$ cat src/rtl/dreq_pkg.sv
package dreq_pkg;

  typedef enum logic [1:0] {
    PH_IDLE  = 2'd0,
    PH_WAIT  = 2'd1,
    PH_PULSE = 2'd2
  } dreq_phase_e;

  // Counter width for a terminal count value
  function automatic int unsigned count_width(input int unsigned max_val);
    return (max_val < 2) ? 1 : $clog2(max_val + 1);
  endfunction

  // Counters run down to zero, so a span of N clocks loads N-1
  function automatic int unsigned span_to_load(input int unsigned span);
    return (span == 0) ? 0 : span - 1;
  endfunction

  function automatic int unsigned max3(input int unsigned a, input int unsigned b,
                                       input int unsigned c);
    int unsigned m;
    m = (a > b) ? a : b;
    return (m > c) ? m : c;
  endfunction

endpackage

$ cat src/rtl/dreq_sync_edge.sv
module dreq_sync_edge #(
  parameter int unsigned STAGES     = 2,
  parameter bit          ACTIVE_LOW = 1'b0,
  parameter bit          FALL_EDGE  = 1'b0
) (
  input  logic clk,
  input  logic rst_n,
  input  logic pin,
  output logic sync_lvl,
  output logic rise_next,
  output logic rise_seen
);

  logic             act_in;
  logic [STAGES-1:0] chain;
  logic             last_q;

  assign act_in = ACTIVE_LOW ? ~pin : pin;

  generate
    if (FALL_EDGE) begin : g_fall
      always_ff @(negedge clk or negedge rst_n) begin
        if (!rst_n) begin
          chain  <= '0;
          last_q <= 1'b0;
        end else begin
          chain  <= {chain[STAGES-2:0], act_in};
          last_q <= chain[STAGES-1];
        end
      end
    end else begin : g_rise
      always_ff @(posedge clk or negedge rst_n) begin
        if (!rst_n) begin
          chain  <= '0;
          last_q <= 1'b0;
        end else begin
          chain  <= {chain[STAGES-2:0], act_in};
          last_q <= chain[STAGES-1];
        end
      end
    end
  endgenerate

  assign sync_lvl  = chain[STAGES-1];
  // asserting edge takes place at the coming edge of this domain
  assign rise_next = chain[STAGES-2] & ~chain[STAGES-1];
  // asserting edge took place at the most recent edge of this domain
  assign rise_seen = chain[STAGES-1] & ~last_q;

endmodule

$ cat src/rtl/dreq_gate.sv
module dreq_gate #(
  parameter int unsigned CS_DELAY_CLKS = 3,
  parameter int unsigned HS_DELAY_CLKS = 2,
  parameter int unsigned CNT_W         = 2
) (
  input  logic             cs_fire,
  input  logic             hs_fire,
  input  logic             dreq_en,
  input  logic             xfer_ready,
  input  logic             timer_idle,
  output logic             accept,
  output logic             take_cs,
  output logic [CNT_W-1:0] load_val
);

  import dreq_pkg::*;

  localparam logic [CNT_W-1:0] CS_LOAD = CNT_W'(span_to_load(CS_DELAY_CLKS));
  localparam logic [CNT_W-1:0] HS_LOAD = CNT_W'(span_to_load(HS_DELAY_CLKS));

  logic allowed;
  logic any_fire;

  assign allowed  = dreq_en & xfer_ready & timer_idle;
  assign any_fire = cs_fire | hs_fire;
  assign accept   = allowed & any_fire;
  // bus-side trigger has priority on a shared edge
  assign take_cs  = cs_fire;
  assign load_val = take_cs ? CS_LOAD : HS_LOAD;

endmodule

$ cat src/rtl/dreq_pulse_timer.sv
module dreq_pulse_timer #(
  parameter int unsigned PULSE_CLKS = 3,
  parameter int unsigned CNT_W      = 2
) (
  input  logic             clk,
  input  logic             rst_n,
  input  logic             accept,
  input  logic [CNT_W-1:0] load_val,
  output logic             timer_idle,
  output logic             dreq
);

  import dreq_pkg::*;

  localparam logic [CNT_W-1:0] PULSE_LOAD = CNT_W'(span_to_load(PULSE_CLKS));

  dreq_phase_e      phase_q;
  logic [CNT_W-1:0] cnt_q;
  logic             cnt_done;

  assign cnt_done   = (cnt_q == '0);
  assign timer_idle = (phase_q == PH_IDLE);

  always_ff @(negedge clk or negedge rst_n) begin
    if (!rst_n) begin
      phase_q <= PH_IDLE;
      cnt_q   <= '0;
      dreq    <= 1'b0;
    end else begin
      case (phase_q)
        PH_IDLE: begin
          if (accept) begin
            phase_q <= PH_WAIT;
            cnt_q   <= load_val;
          end
        end
        PH_WAIT: begin
          if (cnt_done) begin
            phase_q <= PH_PULSE;
            cnt_q   <= PULSE_LOAD;
            dreq    <= 1'b1;
          end else begin
            cnt_q <= cnt_q - 1'b1;
          end
        end
        PH_PULSE: begin
          if (cnt_done) begin
            phase_q <= PH_IDLE;
            dreq    <= 1'b0;
          end else begin
            cnt_q <= cnt_q - 1'b1;
          end
        end
        default: begin
          phase_q <= PH_IDLE;
          cnt_q   <= '0;
          dreq    <= 1'b0;
        end
      endcase
    end
  end

endmodule

$ cat src/rtl/dreq_pulse_gen.sv
module dreq_pulse_gen #(
  parameter int unsigned SYNC_STAGES   = 2,
  parameter int unsigned CS_DELAY_CLKS = 3,
  parameter int unsigned HS_DELAY_CLKS = 2,
  parameter int unsigned PULSE_CLKS    = 3
) (
  input  logic clk,
  input  logic rst_n,
  input  logic cs_n,
  input  logic hs_strobe,
  input  logic dreq_en,
  input  logic xfer_ready,
  output logic dreq
);

  import dreq_pkg::*;

  localparam int unsigned MAX_LOAD =
    max3(span_to_load(CS_DELAY_CLKS), span_to_load(HS_DELAY_CLKS), span_to_load(PULSE_CLKS));
  localparam int unsigned CNT_W = count_width(MAX_LOAD);

  logic             cs_lvl, cs_fire, cs_seen_unused;
  logic             hs_lvl, hs_next_unused, hs_fire;
  logic             accept, take_cs, timer_idle;
  logic [CNT_W-1:0] load_val;

  // chip select: active low, sampled on falling edges
  dreq_sync_edge #(.STAGES(SYNC_STAGES), .ACTIVE_LOW(1'b1), .FALL_EDGE(1'b1)) u_cs_sync (
    .clk       (clk),
    .rst_n     (rst_n),
    .pin       (cs_n),
    .sync_lvl  (cs_lvl),
    .rise_next (cs_fire),
    .rise_seen (cs_seen_unused)
  );

  // handshake: active high, sampled on rising edges
  dreq_sync_edge #(.STAGES(SYNC_STAGES), .ACTIVE_LOW(1'b0), .FALL_EDGE(1'b0)) u_hs_sync (
    .clk       (clk),
    .rst_n     (rst_n),
    .pin       (hs_strobe),
    .sync_lvl  (hs_lvl),
    .rise_next (hs_next_unused),
    .rise_seen (hs_fire)
  );

  dreq_gate #(.CS_DELAY_CLKS(CS_DELAY_CLKS), .HS_DELAY_CLKS(HS_DELAY_CLKS), .CNT_W(CNT_W)) u_gate (
    .cs_fire    (cs_fire),
    .hs_fire    (hs_fire),
    .dreq_en    (dreq_en),
    .xfer_ready (xfer_ready),
    .timer_idle (timer_idle),
    .accept     (accept),
    .take_cs    (take_cs),
    .load_val   (load_val)
  );

  dreq_pulse_timer #(.PULSE_CLKS(PULSE_CLKS), .CNT_W(CNT_W)) u_timer (
    .clk        (clk),
    .rst_n      (rst_n),
    .accept     (accept),
    .load_val   (load_val),
    .timer_idle (timer_idle),
    .dreq       (dreq)
  );

endmodule

$ cat config.mk
export PLATFORM = sky130hd
export DESIGN_NAME = dreq_pulse_gen
export DESIGN_NICKNAME = d
export VERILOG_FILES = /design/src/rtl/dreq_pkg.sv /design/src/rtl/dreq_sync_edge.sv /design/src/rtl/dreq_gate.sv /design/src/rtl/dreq_pulse_timer.sv /design/src/rtl/dreq_pulse_gen.sv
export SDC_FILE = /design/constraint.sdc
export NUM_CORES = 1
export LEC_CHECK = 0
export BUFFER_PORTS_ARGS = -buffer_cell sky130_fd_sc_hd__buf_2
export CAP_MARGIN = 20
export CORE_AREA = 2 2 39 41
export CTS_CLUSTER_SIZE = 8
export DETAILED_ROUTE_END_ITERATION = 7
export DIE_AREA = 0 0 41 43
export GPL_ROUTABILITY_DRIVEN = 0
export PLACE_DENSITY = 0.65
export SYNTH_ARGS = -nofsm -noshare
export SYNTH_HDL_FRONTEND = slang
export SYNTH_HIERARCHICAL = 1
export SYNTH_SLANG_ARGS = --single-unit
export TNS_END_PERCENT = 50
$ cat constraint.sdc
create_clock -name clk -period 2.1 [get_ports clk]
set_input_delay 0.42 -clock clk [delete_from_list [all_inputs] [get_ports clk]]
set_output_delay 0.42 -clock clk [all_outputs]
set_load 0.005 [all_outputs]
==> metrics.txt <==
Required @ worst endpoint=1.18 ns; WL per Instance=11.8 um; Final nets=61; Worst Setup Path Type=reg2reg; vias per cell=4.93; switching power=0.000206 W; share of layout cells above drive strength 1=26.9%; CP startpoint kind=flop; Clk pwr share=21.9%; total congestion overflow=0; critical path's largest stage delay=0.38 ns; failing checks=negative setup slack; Layout area overhead=15.6%; count of final hold-check violations=0; FP Rows=14; worst hold path type=in2reg; Hold Startpoint=hs_strobe; Combinational Power Share=32.3%; syn avg cell area=11.0 um^2; Max-slew headroom=80.2%; Detailed Route Iter0 Violations=7; Power Dens Cells=1140 nW/um^2; maximum vdd drop=0.464 mV; drt first pass iters=3; clock-pin slew on the worst setup and hold paths=0.07 ns; WL met3=41 um; top sig layer=met4; die area=1760 um^2; antenna violations before repair=0; critical path capture point type=flop; drt drc=0; CP max-delay cell=dfrtp_1; Synth warnings=6; Max clock buf depth=2; GR Util All Layers=12.2%; Syn Inst Count=43; reg2reg start=u_hs_sync/last_q; Vias=335; Int Pwr=0.000417 W; Final setup viols=4; area of the core=1380 um^2; Worst Skew=0.0122 ns; M1 wire length=347 um; DRT antenna net count=0; P_leak=0.257 nW; Chip Width=41 um; most common cell after layout, fill and taps aside=dfrtn_1; first-pass GRT wire length=1.28 mm; CTS buffer count=3; die height=43 um; critical path arrival=1.49 ns; worst path cell trace=nor2b_2 > o2111a_2 > nand2b_4 > or3_1 > o2111a_1; Initial Utilization=34.2%; Port Buf Inserts=6; status=finished with violations; clock sinks=10; Tightest Pin Transition=0.298 ns; sw frac=33.1%; unrepaired setup endpoints after global routing=true; Post-CTS Setup Inserts=0; setup ws final=-0.318 ns; largest net degree at the start of global routing=11; Flop pwr share=45.8%; final core utilization=39.5%; Clk Latency, worst-skew pair=0.27 ns; most frequent cells in the layout=7 x dfrtn_1, 6 x buf_2, 5 x inv_1; WL met2=394 um; Final Slew Violations=0; antenna fix cells=0; Post-DP HPWL=587 um; Routed WL=803 um; H-tree depth=1; total negative setup slack=-0.868 ns; vias in the first global route=320; Ports=7; worst setup path startpoint=u_hs_sync/last_q; Netlist Area Pre-Place=473 um^2; CTS tree=done; Synthesized Nets=51; DP Worst Slack=-0.340 ns; Max-Cap Viols=0; critical path fanouts, max=3; clk root buf=clkbuf_4
registers in the layout, summed over array words and instances (netlist names):
register / count
u_timer/cnt_q: 2
u_timer/phase_q: 2
u_cs_sync/chain: 2
u_hs_sync/chain: 2
u_hs_sync/last_q: 1
u_timer/dreq: 1
repair_timing:
item                                    4_1_cts  5_1_grt
hold endpoints to repair                      2        0
pin swaps                                     1        1
hold buffers                                  1        0
gates resized for setup                       0        2
endpoints found under the setup margin        4        4
final timing paths:
check | end | slack [ns] | cells past startpoint
min in group asynchronous | u_hs_sync/last_q | 0.53 | 2
hold / removal | u_hs_sync/chain[0] | 0.27 | 1
hold reg to reg | u_cs_sync/chain[1] | 0.32 | 0
setup / recovery | u_timer/cnt_q[1] | -0.32 | 5
setup reg to reg | u_timer/cnt_q[1] | -0.32 | 5
max in group asynchronous | u_cs_sync/chain[0] | 0.40 | 2
per-layer routing:
| metal | vias to the layer above | global-route usage (%) |
|---|---|---|
| li1 | 164 | - |
| met1 | 163 | 12.3 |
| met2 | 6 | 15.6 |
| met3 | 2 | 9.42 |
| met4 | 0 | 10.0 |
| met5 | - | 0 |
final cells by class:
type | instances | area [um^2]
Inverter | 6 | 22.5
Timing Repair Buffer | 7 | 40.0
Clock buffer | 4 | 26.3
Sequential cell | 10 | 250
Fill cell | 142 | 837
Tap cell | 16 | 20.0
Multi-Input combinational cell | 25 | 188
power groups by stage:
stage               Sequential, W  Combinational (W)  Clock (W)
floorplan                0.000274           0.000168          0
global placement         0.000290           0.000196          0
detailed placement       0.000291           0.000197          0
CTS                      0.000287           0.000199   0.000143
global route             0.000294           0.000232   0.000159
finish                   0.000286           0.000201   0.000136
critical path: cells and delay by family, from the launching register on:
kind / cells / cell delay (ns)
DFF: 1 / 0.38
AOI/OAI and AO/OA: 2 / 0.34
and+or+nand+nor: 3 / 0.50
through the flow:
step | cell area (um^2) | power (W) | cells | hold slack (ns)
after floorplan | 473 | 0.000442 | 43 | 0.124
after global routing | 547 | 0.000686 | 68 | 0.245
after CTS | 541 | 0.000629 | 68 | 0.263
final | 547 | 0.000623 | 68 | 0.271
after global placement | 504 | 0.000486 | 63 | 0.288
after detailed placement | 504 | 0.000488 | 63 | 0.291
Power figures use the tool's default switching activity.
